File: src/rtl/timer_bank_pkg.sv
`timescale 1ns/1ps
package timer_bank_pkg;

  typedef enum logic [1:0] {
    MODE_ONESHOT = 2'd0,
    MODE_REPEAT  = 2'd1,
    MODE_SPARE   = 2'd2,
    MODE_FREERUN = 2'd3
  } runMode_e;

  // write strobes from the decoder to one channel
  typedef struct packed {
    logic ctrlWr;
    logic clkWr;
    logic cmpWr;
  } chanStrobe_t;

  // configuration view of one channel for readback
  typedef struct packed {
    logic     enable;
    runMode_e mode;
    logic     clkSrc;
    logic [3:0] divSel;
  } chanCfg_t;

  localparam int CTRL_EN_BIT   = 0;
  localparam int CTRL_CLR_BIT  = 1;
  localparam int CTRL_MODE_LSB = 4;
  localparam int CLK_SRC_BIT   = 4;
  localparam int CLK_DIV_W     = 4;

  localparam logic [1:0] SLOT_CTRL = 2'd0;
  localparam logic [1:0] SLOT_CLK  = 2'd1;
  localparam logic [1:0] SLOT_CNT  = 2'd2;
  localparam logic [1:0] SLOT_CMP  = 2'd3;

  localparam logic [CLK_DIV_W-1:0] DIV_BY_TWO = 4'd1;

endpackage

File: src/rtl/timer_bank_ctrl.sv
`timescale 1ns/1ps
module timer_bank_ctrl
  import timer_bank_pkg::*;
#(
  parameter int NUM_TIMERS = 6,
  parameter int CNT_W      = 32,
  parameter int ADDR_W     = 8,
  parameter int DATA_W     = 32
) (
  input  logic                              clk,
  input  logic                              rstN,
  input  logic                              busWrite,
  input  logic [ADDR_W-1:0]                 busAddr,
  input  logic [NUM_TIMERS-1:0]             maskData,
  output logic [DATA_W-1:0]                 busRdata,
  output chanStrobe_t [NUM_TIMERS-1:0]      strobe,
  input  chanCfg_t [NUM_TIMERS-1:0]         cfg,
  input  logic [NUM_TIMERS-1:0][CNT_W-1:0]  countVal,
  input  logic [NUM_TIMERS-1:0][CNT_W-1:0]  cmpVal,
  input  logic [NUM_TIMERS-1:0]             matchVec,
  output logic [NUM_TIMERS-1:0]             pendQ,
  output logic [NUM_TIMERS-1:0]             ienQ,
  output logic                              irqOut
);

  localparam int IDX_W = ADDR_W - 4;

  logic [IDX_W-1:0] regIdx;
  logic [1:0]       slot;
  logic             globalSel;
  logic             ienWr;
  logic             ackWr;
  logic [NUM_TIMERS-1:0] ackMask;
  logic [1:0]       unusedAddrLsb;

  assign regIdx        = busAddr[ADDR_W-1:4];
  assign slot          = busAddr[3:2];
  assign unusedAddrLsb = busAddr[1:0];
  assign globalSel     = (regIdx == '0);
  assign ienWr         = busWrite & globalSel & (slot == SLOT_CTRL);
  assign ackWr         = busWrite & globalSel & (slot == SLOT_CNT);
  assign ackMask       = ackWr ? maskData : '0;

  always_comb begin
    for (int i = 0; i < NUM_TIMERS; i++) begin
      logic chanHit;
      chanHit = busWrite & (regIdx == IDX_W'(i + 1));
      strobe[i].ctrlWr = chanHit & (slot == SLOT_CTRL);
      strobe[i].clkWr  = chanHit & (slot == SLOT_CLK);
      strobe[i].cmpWr  = chanHit & (slot == SLOT_CMP);
    end
  end

  // pending flags: an event in the same cycle outranks an acknowledge
  always_ff @(posedge clk) begin
    if (!rstN) begin
      pendQ <= '0;
      ienQ  <= '0;
    end else begin
      pendQ <= (pendQ & ~ackMask) | matchVec;
      if (ienWr) ienQ <= maskData;
    end
  end

  assign irqOut = |(pendQ & ienQ);

  always_comb begin
    busRdata = '0;
    if (globalSel) begin
      case (slot)
        SLOT_CTRL: busRdata[NUM_TIMERS-1:0] = ienQ;
        SLOT_CNT:  busRdata[NUM_TIMERS-1:0] = pendQ;
        default:   busRdata = '0;
      endcase
    end else begin
      for (int i = 0; i < NUM_TIMERS; i++) begin
        if (regIdx == IDX_W'(i + 1)) begin
          case (slot)
            SLOT_CTRL: begin
              busRdata[CTRL_EN_BIT]          = cfg[i].enable;
              busRdata[CTRL_MODE_LSB +: 2]   = cfg[i].mode;
            end
            SLOT_CLK: begin
              busRdata[CLK_DIV_W-1:0]        = cfg[i].divSel;
              busRdata[CLK_SRC_BIT]          = cfg[i].clkSrc;
            end
            SLOT_CNT: busRdata[CNT_W-1:0]    = countVal[i];
            default:  busRdata[CNT_W-1:0]    = cmpVal[i];
          endcase
        end
      end
    end
  end

endmodule

File: src/rtl/timer_bank_datapath.sv
`timescale 1ns/1ps
module timer_bank_datapath
  import timer_bank_pkg::*;
#(
  parameter int NUM_TIMERS = 6,
  parameter int CNT_W      = 32,
  parameter int DATA_W     = 32
) (
  input  logic                              clk,
  input  logic                              rstN,
  input  logic                              tickEn,
  input  chanStrobe_t [NUM_TIMERS-1:0]      strobe,
  input  logic [DATA_W-1:0]                 busWdata,
  output chanCfg_t [NUM_TIMERS-1:0]         cfg,
  output logic [NUM_TIMERS-1:0][CNT_W-1:0]  countVal,
  output logic [NUM_TIMERS-1:0][CNT_W-1:0]  cmpVal,
  output logic [NUM_TIMERS-1:0]             matchVec,
  output logic [NUM_TIMERS-1:0]             enVec
);

  for (genvar g = 0; g < NUM_TIMERS; g++) begin : g_chan
    logic                 enQ;
    runMode_e             modeQ;
    logic                 srcQ;
    logic [CLK_DIV_W-1:0] divQ;
    logic [CNT_W-1:0]     cntQ;
    logic [CNT_W-1:0]     cmpQ;
    logic                 phaseQ;
    logic                 tickPass;
    logic                 advance;
    logic                 usesCompare;
    logic                 hit;

    always_comb begin
      tickPass    = tickEn & ((divQ == DIV_BY_TWO) ? phaseQ : 1'b1);
      advance     = enQ & tickPass & ~strobe[g].ctrlWr;
      usesCompare = (modeQ == MODE_ONESHOT) || (modeQ == MODE_REPEAT);
      hit         = advance & usesCompare & (cntQ == cmpQ);
    end

    always_ff @(posedge clk) begin
      if (!rstN) begin
        enQ    <= 1'b0;
        modeQ  <= MODE_ONESHOT;
        srcQ   <= 1'b0;
        divQ   <= '0;
        cntQ   <= '0;
        cmpQ   <= '0;
        phaseQ <= 1'b0;
      end else begin
        if (strobe[g].clkWr) begin
          srcQ <= busWdata[CLK_SRC_BIT];
          divQ <= busWdata[CLK_DIV_W-1:0];
        end
        if (strobe[g].cmpWr) cmpQ <= busWdata[CNT_W-1:0];
        if (strobe[g].ctrlWr) begin
          enQ   <= busWdata[CTRL_EN_BIT];
          modeQ <= runMode_e'(busWdata[CTRL_MODE_LSB +: 2]);
          if (busWdata[CTRL_CLR_BIT]) begin
            cntQ   <= '0;
            phaseQ <= 1'b0;
          end
        end else if (enQ && tickEn) begin
          phaseQ <= ~phaseQ;
          if (hit) begin
            if (modeQ == MODE_REPEAT) cntQ <= '0;
            else                      enQ  <= 1'b0;
          end else if (advance) begin
            cntQ <= cntQ + 1'b1;
          end
        end
      end
    end

    assign cfg[g]      = '{enable: enQ, mode: modeQ, clkSrc: srcQ, divSel: divQ};
    assign countVal[g] = cntQ;
    assign cmpVal[g]   = cmpQ;
    assign matchVec[g] = hit;
    assign enVec[g]    = enQ;
  end

endmodule

File: src/rtl/timer_bank.sv
`timescale 1ns/1ps
module timer_bank
  import timer_bank_pkg::*;
#(
  parameter int NUM_TIMERS = 6,
  parameter int CNT_W      = 32,
  parameter int ADDR_W     = 8,
  parameter int DATA_W     = 32
) (
  input  logic              clk,
  input  logic              rstN,
  input  logic              tickEn,
  input  logic              busWrite,
  input  logic [ADDR_W-1:0] busAddr,
  input  logic [DATA_W-1:0] busWdata,
  output logic [DATA_W-1:0] busRdata,
  output logic              irqOut
);

  chanStrobe_t [NUM_TIMERS-1:0]     strobe;
  chanCfg_t [NUM_TIMERS-1:0]        cfg;
  logic [NUM_TIMERS-1:0][CNT_W-1:0] countVal;
  logic [NUM_TIMERS-1:0][CNT_W-1:0] cmpVal;
  logic [NUM_TIMERS-1:0]            matchVec;
  logic [NUM_TIMERS-1:0]            enVec;
  logic [NUM_TIMERS-1:0]            pendQ;
  logic [NUM_TIMERS-1:0]            ienQ;

  timer_bank_ctrl #(
    .NUM_TIMERS(NUM_TIMERS), .CNT_W(CNT_W), .ADDR_W(ADDR_W), .DATA_W(DATA_W)
  ) i_ctrl (
    .clk(clk), .rstN(rstN), .busWrite(busWrite), .busAddr(busAddr),
    .maskData(busWdata[NUM_TIMERS-1:0]), .busRdata(busRdata),
    .strobe(strobe), .cfg(cfg), .countVal(countVal), .cmpVal(cmpVal),
    .matchVec(matchVec), .pendQ(pendQ), .ienQ(ienQ), .irqOut(irqOut)
  );

  timer_bank_datapath #(
    .NUM_TIMERS(NUM_TIMERS), .CNT_W(CNT_W), .DATA_W(DATA_W)
  ) i_datapath (
    .clk(clk), .rstN(rstN), .tickEn(tickEn), .strobe(strobe),
    .busWdata(busWdata), .cfg(cfg), .countVal(countVal), .cmpVal(cmpVal),
    .matchVec(matchVec), .enVec(enVec)
  );

endmodule

File: config.mk
export PLATFORM = sky130hd
export DESIGN_NAME = timer_bank
export DESIGN_NICKNAME = d
export VERILOG_FILES = /design/src/rtl/timer_bank_pkg.sv /design/src/rtl/timer_bank_ctrl.sv /design/src/rtl/timer_bank_datapath.sv /design/src/rtl/timer_bank.sv
export SDC_FILE = /design/constraint.sdc
export NUM_CORES = 1
export LEC_CHECK = 0
export ABC_AREA = 1
export BUFFER_PORTS_ARGS = -buffer_cell sky130_fd_sc_hd__buf_2
export CORE_MARGIN = 8
export CORE_UTILIZATION = 28
export CTS_BUF_LIST = sky130_fd_sc_hd__clkbuf_4 sky130_fd_sc_hd__clkbuf_8
export DETAILED_ROUTE_END_ITERATION = 8
export PLACE_DENSITY = 0.4
export SLEW_MARGIN = 20
export SYNTH_ARGS = -nofsm -noshare
export SYNTH_HDL_FRONTEND = slang
export SYNTH_SLANG_ARGS = --single-unit
File: constraint.sdc
create_clock -name clk -period 2.94 [get_ports clk]
set_input_delay 0 -clock clk [delete_from_list [all_inputs] [get_ports clk]]
set_output_delay 0 -clock clk [all_outputs]
set_load 0.02 [all_outputs]
Word level (Yosys, flattened, before mapping)
Index checks and enable logic that the tools add are counted.
Widths: inputs -> output; s select.
{"block": "word_totals", "regBits": 450, "output_inout_bits": 33, "input_bits": 44, "elab_cells": 341}
{"block": "classes", "n_eq_ne": 45, "n_reduce_logical": 58, "add_sub_neg": 6, "bitwise": 73, "n_mux": 115}
{"operator": "$mux 32", "count": 40}
{"operator": "$pmux 26 s2", "count": 6}
{"operator": "$add 32x1->32 const B", "count": 6}
{"operator": "$eq 32x32->1", "count": 6}
{"operator": "$and 1x1->1", "count": 57}
{"operator": "$pmux 1 s3", "count": 18}
{"operator": "$pmux 3 s3", "count": 6}
{"operator": "$mux 1", "count": 43}
{"operator": "$eq 4x1->1 const B", "count": 7}
{"operator": "$reduce_and 4->1", "count": 6}
{"operator": "$reduce_bool 2->1", "count": 12}
{"operator": "$ne 3x2->1 const B", "count": 6}
{"operator": "$reduce_and 3->1", "count": 6}
{"operator": "$reduce_bool 3->1", "count": 6}
{"operator": "$eq 2x1->1 const B", "count": 7}
{"operator": "$logic_not 2->1", "count": 7}
{"operator": "$and 6x6->6", "count": 2}
{"operator": "$eq 4x3->1 const B", "count": 3}
{"operator": "$ne 2x1->1 const B", "count": 6}
{"operator": "$ne 2x2->1 const B", "count": 6}
{"operator": "$not 1->1", "count": 12}
{"operator": "$pmux 6 s2", "count": 1}
{"operator": "$reduce_and 2->1", "count": 6}
{"operator": "$eq 4x2->1 const B", "count": 2}
{"operator": "9 further kinds", "count": 20}

Depth between registers and ports, before layout
Gate-level depths: netlist of the first run.
{"block": "depth", "ltp_word": 17, "ltp_mapped": 15, "mapped_depth_nobuf": 15}

Modules after synthesis
From an unflattened synthesis of the first run, not the netlist that was laid out.
{"block": "unflattened", "cells_unflattened": 5573, "hier_area_um2": 31934.4}
{"module": "timer_bank_datapath", "cells_each": 4415, "area_each_um2": 26690.6, "n_inst": 1, "seq_area_each_um2": 8768.4}
{"module": "timer_bank_ctrl", "cells_each": 1158, "area_each_um2": 5243.8, "n_inst": 1, "seq_area_each_um2": 240.2}

Worst setup path after synthesis of the first run
Ideal clock, no wire load.
{"block": "synth_timing", "kind": "register -> register", "startpoint": "register i_datapath.g_chan[1].cntQ[0]", "endpoint": "register i_datapath.g_chan[1].cntQ[30]", "setup_ps": 70, "arrival_ps": 1838, "stages_incl_launch_ff": 16, "path_buffers": 0, "path_slack_ps": 1031, "cell_sequence": "dfxtp_1 -> ha_1 -> nand2_1 -> nor2_1 -> inv_1 -> nor2_1 -> inv_1 -> nor2_1 -> nand2_1 -> nand2_1 -> nand2_1 -> inv_1 -> nand2_1 -> nor2_1 -> nand2_1 -> a21oi_1"}
{"block": "synth_via", "elab_chain_cells": 5, "word_cells_on_any_way": 10, "cone_classes": "add/sub (1); eq/ne (2); mux (4); bitwise (1); reduce/logical (2)"}
{"element": "start, declared", "line": "timer_bank_datapath.sv:26", "rtl": "logic [CNT_W-1:0] cntQ;"}
{"element": "start signal, assigned", "line": "timer_bank_datapath.sv:69", "rtl": "cntQ <= cntQ + 1'b1;"}
{"element": "$add 32x1->32 or $eq 32x32->1 (tied branches)", "line": "timer_bank_datapath.sv:69, timer_bank_datapath.sv:38"}
{"element": "$mux 32 or $and 1x1->1 (tied branches)", "line": "timer_bank_datapath.sv:68, timer_bank_datapath.sv:38"}
{"element": "$mux 32", "line": "timer_bank_datapath.sv:65", "rtl": "if (hit) begin"}
{"element": "$mux 32", "line": "timer_bank_datapath.sv:63", "rtl": "end else if (enQ && tickEn) begin"}
{"element": "$mux 32", "line": "timer_bank_datapath.sv:56", "rtl": "if (strobe[g].ctrlWr) begin"}
Parallel ways exist; a longest one is shown, timed or not. The select of a mux whose other input is x is not followed.
A chain may end at the register's enable or synchronous reset.

Worst setup path after layout of the first run
{"block": "layout_timing", "startpoint": "input busAddr[4]", "endpoint": "output busRdata[26]"}
{"block": "layout_via", "elab_chain_cells": 15, "word_cells_on_any_way": 21, "cone_classes": "eq/ne (6); mux (14); reduce/logical (1)"}
{"element": "start, declared", "line": "timer_bank.sv:14", "rtl": "input logic [ADDR_W-1:0] busAddr,"}
{"element": "$eq 4x1->1", "line": "timer_bank_ctrl.sv:77", "rtl": "if (regIdx == IDX_W'(i + 1)) begin"}
{"element": "$mux 32", "line": "timer_bank_ctrl.sv:77"}
{"element": "$mux 32", "line": "timer_bank_ctrl.sv:69", "rtl": "if (globalSel) begin"}
{"element": "$pmux 26 s2", "line": "timer_bank_ctrl.sv:78", "rtl": "case (slot)"}
{"element": "$mux 32", "line": "timer_bank_ctrl.sv:77"}
{"element": "$mux 32", "line": "timer_bank_ctrl.sv:69"}
{"element": "$pmux 26 s2", "line": "timer_bank_ctrl.sv:78"}
{"element": "$mux 32", "line": "timer_bank_ctrl.sv:77"}
{"element": "$pmux 26 s2", "line": "timer_bank_ctrl.sv:78"}
{"element": "$mux 32", "line": "timer_bank_ctrl.sv:77"}
{"element": "$pmux 26 s2", "line": "timer_bank_ctrl.sv:78"}
{"element": "$mux 32", "line": "timer_bank_ctrl.sv:77"}
{"element": "$pmux 26 s2", "line": "timer_bank_ctrl.sv:78"}
{"element": "$mux 32", "line": "timer_bank_ctrl.sv:77"}
{"element": "$mux 32 *", "line": "timer_bank_ctrl.sv:69"}
{"element": "end, declared", "line": "timer_bank.sv:16", "rtl": "output logic [DATA_W-1:0] busRdata,"}
Mark *: on every way between the ends. The rest lies on a longest branch, timed or not. The select of a mux whose other input is x is not followed.

==> reports/qor.yml, run 1 <==
status: "finished clean"
powerDensity_mw_per_mm2: 410
hpwl_um: 116000
cts_buffer_depth: 3
crit_required_ns: 2.94
synth-edff-count: 0
stdcell_area_mm2: 0.0365
drive_above_1_share: 0.0929
relSlewSlack: 0.410
nNetsFinal: 5590
instances_no_fill: 7099
cts_root_buffer: "clkbuf_8"
die_x_um: 350
crit_fanout: 31
die_y_um: 350
viasPerCell: 5.01
grt_use_total: 0.251
syn_inst: 5430
syn-cell-area_mm2: 0.0312
p_total_uw: 14900
crit_type: "input pin to output pin"
syn_area_per_cell_um2: 5.74
finalSetupViolCount: 0
final_common_cell: "nand2_1"
rsz0062_at_grt: "false"
seq_area_frac_synth: 0.289
cts_max_level: 3
end_kind: "output pin"
yosys_warnings: 0
layout_common_cells: "nand2_1, nor2_1, inv_1"
async_flop_share: 0
core_mm2: 0.111
worst_setup_path_start_kind: "input pin"
grt-ovfl-total: 0
synth_seq_cells: 450
cellLeakagePower_uw: 0.0154
slew_violations: 0
clkLatencyLatePin_ns: 0.77
pin_count: 77
max_clock_freq_mhz: 346
hold_class: "input pin to flop"
start_util: 0.282
drc: 0
synth.largest_area_cell: "dfxtp_1"
period_needed_ns: 2.89
yosysUniqueCellTypes: 47
clock_skew_ns: 0.0526
grt_pass1_vias: 33600
drv_cap: 0
detail_route.wl_per_cell_um: 22.3
hold_viol_final: 0
cts_tree: "built"
synth_ff_type: "dfxtp_1"
cts_buffers: 97
ir_worst_vdd_mv: 0.261
rows: 122
antenna_found_initial: 10
final.setup.tns_ns: 0
grt_start_max_net_pins: 104
clock_sinks: 450
final_antenna_net_count: 0
critPathArrivalTime_ns: 2.89
grt_pass1_wl_um: 232000
synth_top_area_share: 0.289
clk_pin_slew_ns: 0.06
vias: 35600
numPortBuffers: 74
areaGrowthSynthToFinish_pct: 17.0
dieArea_mm2: 0.122
wirelength_um: 158000
first_iter_violations: 2998
syn_nets: 5480
placed_cells: 6877
gp_routability_congestion: 0.948
dr.pass1.iters: 5
placed_area_mm2: 0.0338
period_share: 0.982
worstMarginPinSlew_ns: 0.883
yosys-top-cells-area: "dfxtp_1, nand2_1, a21oi_1"
-- through the flow --
stage / utilization / hold WS (ns) / worst slack, ns
after floorplan: - / 0.135 / 1.03
after global placement: 0.306 / 0.372 / 0.320
after detailed placement: 0.306 / 0.378 / 0.289
after CTS: 0.329 / 0.0401 / 0.000249
after global routing: 0.330 / 0.00687 / 0.00117
final: 0.330 / 0.0153 / 0.0524
-- logic make-up after synthesis --
family	share of synthesized area
buf+inv	0.118
simple gates	0.366
fa+ha+maj	0.00241
compound gates	0.178
xor+xnor	0.0469
flops	0.289
-- per-layer routing --
metal,track usage,wire (um)
met1,0.350,73000
met3,0.0297,9290
met4,0.0981,6450
met2,0.393,69600
met5,0,0
-- synth_stat cells (2+ instances only) --
cell type  instances
xor2_1           135
nand3b_1           2
and2_1             2
nand4_1           75
nor3_2             4
nor3_1            71
a221oi_1           8
buf_4             12
nand3_1          268
ha_1               6
o22ai_1          124
nor2_4             2
o211ai_1           7
inv_1            616
inv_2              9
xnor2_1           32
buf_2             87
nor2_2            12
or2_2              4
o21ai_1            3
clkinv_1           4
o21ai_0          364
a21oi_1          528
nor3b_1            6
dfxtp_1          450
o221ai_1           8
nand3_2            9
buf_1             12
clkbuf_1         199
o2111ai_1          2
nand2_2            4
nor2_1           669
nand2_1         1681
a211oi_1           2
-- final cells by class --
type / count / area, um2
Timing Repair inverter: 1 / 7.51
Sequential cell: 450 / 9030
Tap cell: 1488 / 1860
Multi-Input combinational cell: 4040 / 18600
Clock buffer: 151 / 1880
Inverter: 630 / 2380
Timing Repair Buffer: 320 / 2590
Clock inverter: 15 / 131
Antenna cell: 4 / 10.0
Fill cell: 12800 / 74000
-- power by group --
part	total (uW)	switching, uW	internal [uW]
clock network	7390	3330	4060
registers	6150	21.0	6130
logic	1400	1050	347
total	14900	4400	10500
-- final timing paths --
check / start / endpoint / slack (ns) / cells past startpoint
min reg2reg: i_datapath.g_chan[1].phaseQ / i_datapath.g_chan[1].phaseQ / 0.47 / 1
max: busAddr[4] / busRdata[26] / 0.05 / 15
max reg2reg: i_datapath.g_chan[0].cntQ[0] / i_datapath.g_chan[0].cntQ[16] / 0.40 / 14
min: busAddr[5] / i_datapath.g_chan[2].divQ[3] / 0.02 / 5
-- what timing repair did --
action | CTS | global route
resized for setup | 19 | 18
hold buffers | 50 | 1
pin swaps | 0 | 1
buffers inserted | 0 | 1
endpoints found under the setup margin | 14 | 22
endpoints found under the hold margin | 253 | 5
gates cloned | 0 | 1
-- worst max-delay path: stages --
cell	delay (ns)
dlygate4sd3_1	0.64
buf_2	0.23
inv_2	0.07
nand2_2	0.10
nor2_4	0.05
inv_1	0.09
buf_4	0.30
nor2_1	0.17
o21ai_0	0.21
buf_4	0.18
nand3_1	0.09
nand2_1	0.21
nand2_1	0.15
a21oi_1	0.19
buf_2	0.19
-- sequential cells by signal, indices dropped and copies added (netlist names) --
| name | count |
|---|---|
| i_ctrl.ienQ | 6 |
| i_datapath.g_chan.phaseQ | 6 |
| i_datapath.g_chan.divQ | 24 |
| i_datapath.g_chan.cntQ | 192 |
| i_ctrl.pendQ | 6 |
| i_datapath.g_chan.modeQ | 12 |
| i_datapath.g_chan.cmpQ | 192 |
| i_datapath.g_chan.enQ | 6 |
| i_datapath.g_chan.srcQ | 6 |
Power figures use the tool's default switching activity.
==> run 2: changes to the inputs <==
Clock period 2.94 ns to 3.56 ns, I/O delays scaled along.
==> run 2 against run 1 <==
Setup slack gained 0.040 ns. Non-clock buffer count shrank 64. Sequential share of layout area grew 0.48 points. Clock power shrank 18%. First-iteration DRC count grew 5.0%. Core utilization shrank 0.70 points. Largest cell class unchanged. Clock skew shrank 0.025 ns. Critical endpoint is now busRdata[17]. Routed wire length shrank 0.36%. Via count shrank 0.70%. Die area is the same.
==> reports/qor.yml, run 2 (synthesis gave the netlist of run 1 again) <==
pin_count: 77
gp_routability_congestion: 0.947
dr.pass1.iters: 6
hpwl_um: 114000
crit_required_ns: 3.56
largestRegisters: "i_datapath.g_chan.cmpQ: 192 flops, i_datapath.g_chan.cntQ: 192 flops, i_datapath.g_chan.divQ: 24 flops"
clock_skew_ns: 0.0278
grt_start_max_net_pins: 89
antenna_found_initial: 15
hold_class: "input pin to flop"
die_y_um: 350
worst_hold_path.endpoint: "i_datapath.g_chan[1].modeQ[1]"
grt_pass1_wl_um: 229000
stdcell_area_mm2: 0.0357
nNetsFinal: 5525
r2r_setup_slack_ns: 0.78
pwr-share-comb: 0.089
period_share: 0.974
finalSetupViolCount: 0
max_clock_freq_mhz: 288
numPortBuffers: 74
rows: 122
final_antenna_net_count: 0
hold_start: "busAddr[2]"
status: "finished clean"
period_needed_ns: 3.47
ir_worst_vdd_mv: 0.215
vias: 35300
r2r-end: "i_datapath.g_chan[2].cntQ[0]"
cts_buffer_depth: 3
worst_setup_path_start_kind: "input pin"
relSlewSlack: 0.383
postCtsSetupRepairBufs: 0
detail_route.wl_per_cell_um: 22.4
end_kind: "output pin"
clkLatencyLatePin_ns: 0.75
wirelength_um: 158000
worstMarginPinSlew_ns: 0.925
n_fill_cell: 12900
internal_power_uw: 8670
cellLeakagePower_uw: 0.0150
crit_type: "input pin to output pin"
layout_common_cells: "nand2_1, nor2_1, inv_1"
viasPerCell: 5.01
placed_area_mm2: 0.0332
finish.utilization: 0.323
critPathArrivalTime_ns: 3.47
final.setup.tns_ns: 0
hold_path_depth: 4
cts_max_level: 3
areaGrowthSynthToFinish_pct: 14.5
drive_above_1_share: 0.0783
clk_pin_slew_ns: 0.06
slew_violations: 0
reg2reg_from: "i_datapath.g_chan[2].cntQ[24]"
preCtsSetupSlack_ns: 0.543
cts_tree: "built"
hold_viol_final: 0
p_switching_uw: 3570
power_frac_seq: 0.415
hold_ws_ns: 0.169
clockPowerShare: 0.496
drv_cap: 0
start_util: 0.282
timing.final.ws_setup_ns: 0.0925
core_mm2: 0.111
cts_root_buffer: "clkbuf_8"
crit_fanout: 19
dieArea_mm2: 0.122
first_iter_violations: 3149
rr_worst_depth: 16
clock_sinks: 450
rsz0062_at_grt: "false"
drc: 0
grt-ovfl-total: 0
final_common_cell: "nand2_1"
grt_pass1_vias: 32900
powerDensity_mw_per_mm2: 343
swShare: 0.292
grt_use_total: 0.249
cts_buffers: 97
die_x_um: 350
## run 2: changes by cell type in the layout (fill, tap and decap cells not counted), sizes merged
| cell | change |
|---|---|
| clkinvlp | -1 |
| dlygate4sd3 | -4 |
| buf | -60 |
| clkbuf | +4 |
| diode | +6 |
| clkinv | -2 |
## run 2: power groups by stage
| stage | Sequential, uW | Combinational [uW] | Clock [uW] |
|---|---|---|---|
| 6_report | 5080 | 1090 | 6070 |
| 5_1_grt | 5080 | 1140 | 6470 |
| 4_1_cts | 5080 | 1080 | 6250 |
| 3_5_place_dp | 5190 | 1040 | 0 |
| 3_3_place_gp | 5190 | 1040 | 0 |
| 2_1_floorplan | 5180 | 495 | 0 |
## run 2: how the worst max path moves through the flow
stage                                            start                             to  slack [ns]  cells after the start
final                                       busAddr[7]                   busRdata[17]        0.09                      9
after global routing                        busAddr[7]                    busRdata[6]        0.03                      9
after CTS                                   busAddr[7]                   busRdata[30]       0.003                      9
after detailed placement                    busAddr[3]                    busRdata[5]        0.54                      8
after global placement                      busAddr[3]                    busRdata[5]        0.51                      8
after floorplan           i_datapath.g_chan[1].cntQ[0]  i_datapath.g_chan[1].cntQ[30]        1.65                     15
## run 2: timing repair
| item | 4_1_cts | 5_1_grt |
|---|---|---|
| setup endpoints to repair | 0 | 5 |
| endpoints found under the hold margin | 238 | 0 |
| hold buffers | 46 | 0 |
| gates resized for setup | 0 | 3 |
## run 2: metrics by stage
stage               power (uW)  std cells
floorplan                 5670       5430
global placement          6230       6818
detailed placement        6230       6818
CTS                      12400       7032
global route             12700       7035
finish                   12200       7042
## run 2: final cells by class
class                   instances  area, um2  area share
well taps                    1488       1860      0.0522
clock inverters                13       82.6     0.00231
repair buffers                256       1910      0.0535
diodes                         10       25.0    0.000701
flip-flops and latches        450       9010       0.252
inverters                     630       2370      0.0665
clock buffers                 155       1900      0.0533
multi-input cells            4040      18500       0.519
## run 2: per-layer routing
metal  routed length [um]  share of wire  vias up  GRT usage
met5                   13       0.000082        -          0
met4                 6120          0.039        2     0.0996
met3                 9180          0.058      244     0.0327
met2                69200           0.44     1084      0.389
met1                73300           0.46    16600      0.346
li1                     -              -    17400          -
## run 2: critical path, cell delays in order
cell and delay (ns):
buf_2 0.09, inv_1 0.18, dlygate4sd3_1 0.68, nand2_1 0.17
dlygate4sd3_1 0.62, nor2_2 0.37, nand2_2 0.55, a21oi_1 0.54
buf_2 0.25
